===== config.mk =====
export PLATFORM = sky130hd
export DESIGN_NAME = tagreg_cond_unit
export DESIGN_NICKNAME = d
export VERILOG_FILES = /design/src/rtl/tagreg_pkg.sv /design/src/rtl/tagreg_data_mem.sv /design/src/rtl/tagreg_flag_file.sv /design/src/rtl/tagreg_cond_eval.sv /design/src/rtl/tagreg_cond_unit.sv
export SDC_FILE = /design/constraint.sdc
export NUM_CORES = 1
export LEC_CHECK = 0
export BUFFER_PORTS_ARGS = -buffer_cell sky130_fd_sc_hd__buf_2
export CAP_MARGIN = 0
export CORE_UTILIZATION = 30
export CTS_BUF_LIST = sky130_fd_sc_hd__clkbuf_2
export CTS_CLUSTER_SIZE = 20
export DETAILED_ROUTE_END_ITERATION = 8
export MAX_ROUTING_LAYER = met4
export SLEW_MARGIN = 10
export SYNTH_ARGS = -nofsm -noshare
export SYNTH_HDL_FRONTEND = slang
export SYNTH_SLANG_ARGS = --single-unit

===== constraint.sdc =====
create_clock -name clk -period 12.5 [get_ports clk]
set_input_delay 0.625 -clock clk [delete_from_list [all_inputs] [get_ports clk]]
set_output_delay 0.625 -clock clk [all_outputs]
set_load 0.005 [all_outputs]

===== src/rtl/tagreg_pkg.sv =====
package tagreg_pkg;

  typedef struct packed {
    logic o;
    logic s;
    logic c;
    logic z;
  } flags_t;

  typedef enum logic [2:0] {
    K_SEL   = 3'd0,
    K_CMOV  = 3'd1,
    K_JCC   = 3'd2,
    K_FCOPY = 3'd3,
    K_FINS  = 3'd4
  } op_kind_e;

endpackage


===== src/rtl/tagreg_data_mem.sv =====
// Data storage: one write port, two synchronous read ports (read-before-write).
module tagreg_data_mem #(
  parameter int DEPTH = 16,
  parameter int DW    = 64,
  localparam int IW   = $clog2(DEPTH)
) (
  input  logic          clk,
  input  logic          we,
  input  logic [IW-1:0] waddr,
  input  logic [DW-1:0] wdata,
  input  logic [IW-1:0] raddr_a,
  input  logic [IW-1:0] raddr_b,
  output logic [DW-1:0] rdata_a,
  output logic [DW-1:0] rdata_b
);
  logic [DW-1:0] mem [DEPTH];

  always_ff @(posedge clk) begin
    if (we) mem[waddr] <= wdata;
    rdata_a <= mem[raddr_a];
    rdata_b <= mem[raddr_b];
  end
endmodule


===== src/rtl/tagreg_flag_file.sv =====
// Per-temporary flag sets; ALU writes take priority over flag maintenance.
module tagreg_flag_file
  import tagreg_pkg::*;
#(
  parameter int DEPTH = 16,
  localparam int IW   = $clog2(DEPTH)
) (
  input  logic          clk,
  input  logic          rst,
  input  logic          alu_we,
  input  logic [IW-1:0] alu_idx,
  input  flags_t        alu_flags,
  input  logic          fop_we,
  input  logic [IW-1:0] fop_idx,
  input  flags_t        fop_flags,
  input  logic [IW-1:0] rd_idx,
  output flags_t        cp_flags,
  output flags_t        rd_flags
);
  flags_t regs [DEPTH];

  assign cp_flags = regs[rd_idx];

  always_ff @(posedge clk) begin
    if (rst) begin
      for (int i = 0; i < DEPTH; i++) regs[i] <= '0;
      rd_flags <= '0;
    end else begin
      for (int i = 0; i < DEPTH; i++) begin
        if (alu_we && alu_idx == IW'(i))      regs[i] <= alu_flags;
        else if (fop_we && fop_idx == IW'(i)) regs[i] <= fop_flags;
      end
      rd_flags <= regs[rd_idx];
    end
  end
endmodule


===== src/rtl/tagreg_cond_eval.sv =====
// Condition evaluation: cc[2:1] picks a flag, cc[0] negates it.
module tagreg_cond_eval
  import tagreg_pkg::*;
(
  input  flags_t     flg,
  input  logic [2:0] cc,
  output logic       hold
);
  logic raw;

  always_comb begin
    unique case (cc[2:1])
      2'd0: raw = flg.z;
      2'd1: raw = flg.c;
      2'd2: raw = flg.s;
      default: raw = flg.o;
    endcase
    hold = raw ^ cc[0];
  end
endmodule


===== src/rtl/tagreg_cond_unit.sv =====
module tagreg_cond_unit
  import tagreg_pkg::*;
#(
  parameter int NREG = 16,
  parameter int DW   = 64,
  parameter int NW   = 32,
  parameter int AW   = 15,
  localparam int IW  = $clog2(NREG)
) (
  input  logic          clk,
  input  logic          rst,
  input  logic          wr_en,
  input  logic [IW-1:0] wr_idx,
  input  logic [DW-1:0] wr_data,
  input  logic          wr_wide,
  input  logic          wr_carry,
  input  logic          wr_ovf,
  input  logic          op_valid,
  input  logic [2:0]    op_kind,
  input  logic          op_wide,
  input  logic [IW-1:0] src_a,
  input  logic [IW-1:0] src_b,
  input  logic [IW-1:0] dst,
  input  logic [2:0]    cond,
  input  logic [3:0]    flag_imm,
  input  logic [AW-1:0] jmp_target,
  input  logic [AW-1:0] jmp_next,
  output logic          res_valid,
  output logic [DW-1:0] res_data,
  output logic          br_valid,
  output logic          br_taken,
  output logic [AW-1:0] br_addr
);
  // ---- write path: size truncation and flag derivation
  logic [DW-1:0] wr_store;
  flags_t        wr_flags;

  always_comb begin
    wr_store   = wr_wide ? wr_data : {{(DW-NW){1'b0}}, wr_data[NW-1:0]};
    wr_flags.z = (wr_store == '0);
    wr_flags.s = wr_wide ? wr_data[DW-1] : wr_data[NW-1];
    wr_flags.c = wr_carry;
    wr_flags.o = wr_ovf;
  end

  // ---- flag maintenance operations
  logic   fop_we;
  flags_t cp_flags, fop_flags, rd_flags;

  assign fop_we    = op_valid && (op_kind == K_FCOPY || op_kind == K_FINS);
  assign fop_flags = (op_kind == K_FCOPY) ? cp_flags : flags_t'(flag_imm);

  tagreg_data_mem #(.DEPTH(NREG), .DW(DW)) u_mem (
    .clk     (clk),
    .we      (wr_en),
    .waddr   (wr_idx),
    .wdata   (wr_store),
    .raddr_a (src_a),
    .raddr_b (src_b),
    .rdata_a (data_a),
    .rdata_b (data_b)
  );

  tagreg_flag_file #(.DEPTH(NREG)) u_flags (
    .clk       (clk),
    .rst       (rst),
    .alu_we    (wr_en),
    .alu_idx   (wr_idx),
    .alu_flags (wr_flags),
    .fop_we    (fop_we),
    .fop_idx   (dst),
    .fop_flags (fop_flags),
    .rd_idx    (src_a),
    .cp_flags  (cp_flags),
    .rd_flags  (rd_flags)
  );

  // ---- stage 1: operation registered alongside the synchronous reads
  logic          s1_valid, s1_wide;
  logic [2:0]    s1_kind, s1_cc;
  logic [AW-1:0] s1_target, s1_next;

  always_ff @(posedge clk) begin
    if (rst) begin
      s1_valid <= 1'b0;
    end else begin
      s1_valid <= op_valid && (op_kind == K_SEL || op_kind == K_CMOV || op_kind == K_JCC);
    end
    s1_kind   <= op_kind;
    s1_wide   <= op_wide;
    s1_cc     <= cond;
    s1_target <= jmp_target;
    s1_next   <= jmp_next;
  end

  // ---- stage 2: evaluate and register outputs
  logic          hold;
  logic [DW-1:0] pick, pick_sized;

  tagreg_cond_eval u_eval (
    .flg  (rd_flags),
    .cc   (s1_cc),
    .hold (hold)
  );

  always_comb begin
    if (s1_kind == K_SEL) pick = hold ? data_b : '0;
    else                  pick = hold ? data_a : data_b;
    pick_sized = s1_wide ? pick : {{(DW-NW){1'b0}}, pick[NW-1:0]};
  end

  always_ff @(posedge clk) begin
    if (rst) begin
      res_valid <= 1'b0;
      res_data  <= '0;
      br_valid  <= 1'b0;
      br_taken  <= 1'b0;
      br_addr   <= '0;
    end else begin
      res_valid <= s1_valid && (s1_kind != K_JCC);
      br_valid  <= s1_valid && (s1_kind == K_JCC);
      if (s1_valid && s1_kind != K_JCC) res_data <= pick_sized;
      if (s1_valid && s1_kind == K_JCC) begin
        br_taken <= hold;
        br_addr  <= hold ? s1_target : s1_next;
      end
    end
  end

  logic [DW-1:0] data_a, data_b;
endmodule


==> metrics <==
total gr overflow 0; initial antenna violation count 14; CP delay by family, top buffers and inverters; CTS Buf Count 349; slowest CP cell buf_4; outcome completed; number of global-route vias before repair 34,387; post-synthesis instance area 56,500 um2; Clk Latency, worst-skew pair 1770 ps; largest family of logic cells by synthesized area multiplexers; pwr dens 132 nW/um2; Clock Tree Root clkbuf_2; post-synthesis cell type count 47; Layout Nets 3,519; fmax 253 MHz; crit-path cells dlygate4sd3_1, buf_8, buf_4, mux4_2, nand2_1, nand3_1, mux2i_2, o21ai_0, dlygate4sd3_1; vias per cell 5.25; Post-Synth Adder-Cell Area 0; type of origin of the critical path input pin; Leakage Power 21.3 nW; Clock Path Buffers 4; height of the die 436 um; syn nets 2,807; FF+latch count, synth 1,340; Max-Cap Viols 0; simple-gate share of the synthesized area 0.0252; data arrival time of the critical path 5470 ps; final setup vio count 0; count of flip-flops with a built-in enable after synthesis 1,088; area used by multi-input combinational logic 17,900 um2; Fill cells 17,464; worst hold slack 191 ps; Synth Area in Compound Gates 0.0193; Final Hold Fails 0; post-synthesis xor/xnor area fraction 0.000443; post-route ant nets 0; input/output buffers 209; Max FO, Critical Path 71; CP Class in2reg; DP HPWL 83.1 mm; Avg Cell Area, Syn 21.1 um2; CTS tree built; fin crit period 3950 ps; die area 190,000 um2; htree depth 5; CP bufs+invs 4; Mapped Cells 2,679; Hold/Removal Path Class in2reg; routed vias 32,331; Slew @ Worst Pin 1190 ps; Total Routed Length 166 mm; final setup margin 8550 ps; Final Max Tran Viols 0; fraction of registers with async set or reset after synthesis 0; RSZ-0062 raised after global routing false; CP required 14,020 ps; Global Route Usage Sum 0.179; core area 186,000 um2; Worst VDD drop 0.0928 mV; total power 8.77 mW; Seq/Total Area, Yosys 0.667; Final period util 0.316; initial core utilization 0.303; register area 37,700 um2; final clock skew 172 ps; post-synthesis mux area share 0.271; cell mode on critical path dlygate4sd3_1; Post-CTS Setup Bufs 0; # DRC 0; Detailed Route Iter0 Violations 3,202; largest net degree at the start of global routing 116; IO Count 210; clk sinks 1,340; Primary FF master, synth edfxtp_1; chip width 436 um; Site Rows 158; peak per-stage delay on the critical path 970 ps; first-pass GRT wire length 240 mm; Rel. slew slack 0.208; final setup TNS 0 ps; first-pass iteration count of the detailed router 7; crit end category register; Routed WL per cell 27.0 um; layout cell share with drive strength beyond 1 0.415; Area Growth Syn to Fin 17.8%; synth warn 0; pre-CTS WS 7880 ps; RD Place Congestion 0.805; Worst-path clk slew 110 ps
-- flip-flops by register name (all words and copies together) (netlist names), 4 cells and up --
name and count:
u_flags.regs 64, u_mem.rdata_b 64, s1_target 15, res_data 64, u_mem.rdata_a 64, br_addr 15, s1_next 15, u_mem.mem 1024
u_flags.rd_flags 4
-- cell type report --
| cell class | count | area share |
|---|---|---|
| antenna | 17 | 0.000639 |
| clock buffer | 537 | 0.0404 |
| clock inverter | 86 | 0.00592 |
| inverter | 10 | 0.000865 |
| multi-input combinational | 1124 | 0.270 |
| sequential | 1340 | 0.567 |
| tap | 2480 | 0.0466 |
| timing repair buffer | 566 | 0.0692 |
-- cells by family after synthesis --
kind of cell	after synthesis
mux	702
xor+xnor	2
simple gates	281
buf+inv	215
flops	1340
compound gates	139
-- tightest hold or removal path: cells and delay by family --
family                 cells  cell delay [ps]
and+or+nand+nor            2              410
buffers and inverters      2              760
-- Yosys cell counts (6+ instances only) --
library cell  number  share of area
nand3_1           11        0.00097
mux2i_1           39         0.0069
or3_1             10         0.0011
nor4_1            17         0.0019
a221oi_1          32         0.0050
o22ai_1           36         0.0040
a211oi_1          16         0.0021
nor2b_1            6        0.00066
edfxtp_1        1088           0.58
nand2_1           28         0.0019
buf_4              7        0.00093
inv_1             10        0.00066
a222oi_1          32         0.0057
buf_1             10        0.00066
mux4_2           658           0.26
buf_2             62         0.0055
and2_1            33         0.0037
o21ai_0            7        0.00062
dfxtp_1          252          0.089
nor3_1            42         0.0037
buf_6              8         0.0016
clkbuf_1         118         0.0078
nor2_1           106         0.0070
-- final timing paths --
check / from / end / slack [ps] / cells after the start
min: dst[1] / u_flags.regs[13][0] / 190 / 4
max: src_a[0] / u_flags.regs[8][3] / 8550 / 9
min reg2reg: u_mem.rdata_b[49] / res_data[49] / 470 / 2
max reg2reg: u_flags.rd_flags[3] / res_data[36] / 8780 / 8
-- cell usage in the layout (no fill, tap or decap), types with 8 or more instances in the layout --
cell type / instances
a211oi_1: 16
a221oi_1: 32
a222oi_1: 32
and2_1: 32
buf_2: 200
buf_4: 54
clkbuf_2: 537
clkinv_1: 60
clkinv_2: 15
dfxtp_1: 252
diode_2: 17
dlygate4sd3_1: 301
edfxtp_1: 1088
inv_2: 9
inv_4: 8
mux2i_1: 39
mux4_2: 658
nand2_1: 27
nand3_1: 11
nor2_1: 98
nor2_4: 8
nor3_1: 40
nor4_1: 17
o22ai_1: 36
or3_1: 10
-- timing repair --
action	4_1_cts	5_1_grt
hold endpoints to repair	1836	0
hold buffers	303	0
gates resized for setup	0	0
-- report_power, final --
| part | switching (mW) | internal, mW |
|---|---|---|
| sequential | 0.0534 | 4.96 |
| clock | 1.80 | 1.18 |
| combinational | 0.410 | 0.372 |
| total | 2.26 | 6.51 |
-- per-stage QoR --
step | util | instances | cell area [um2]
finish | 0.357 | 6160 | 66500
global route | 0.357 | 6157 | 66500
floorplan | - | 2679 | 56500
detailed placement | 0.324 | 5217 | 60400
CTS | 0.357 | 6143 | 66500
global placement | 0.324 | 5217 | 60400
-- per-layer routing --
layer / up-vias / track usage / wire length [um]
li1: 13314 / - / -
met1: 17264 / 0.222 / 65900
met2: 1463 / 0.293 / 83900
met3: 290 / 0.0367 / 12100
met4: 0 / 0.0569 / 4220
met5: - / - / 0
No activity file was read; power rests on OpenSTA's default activity.
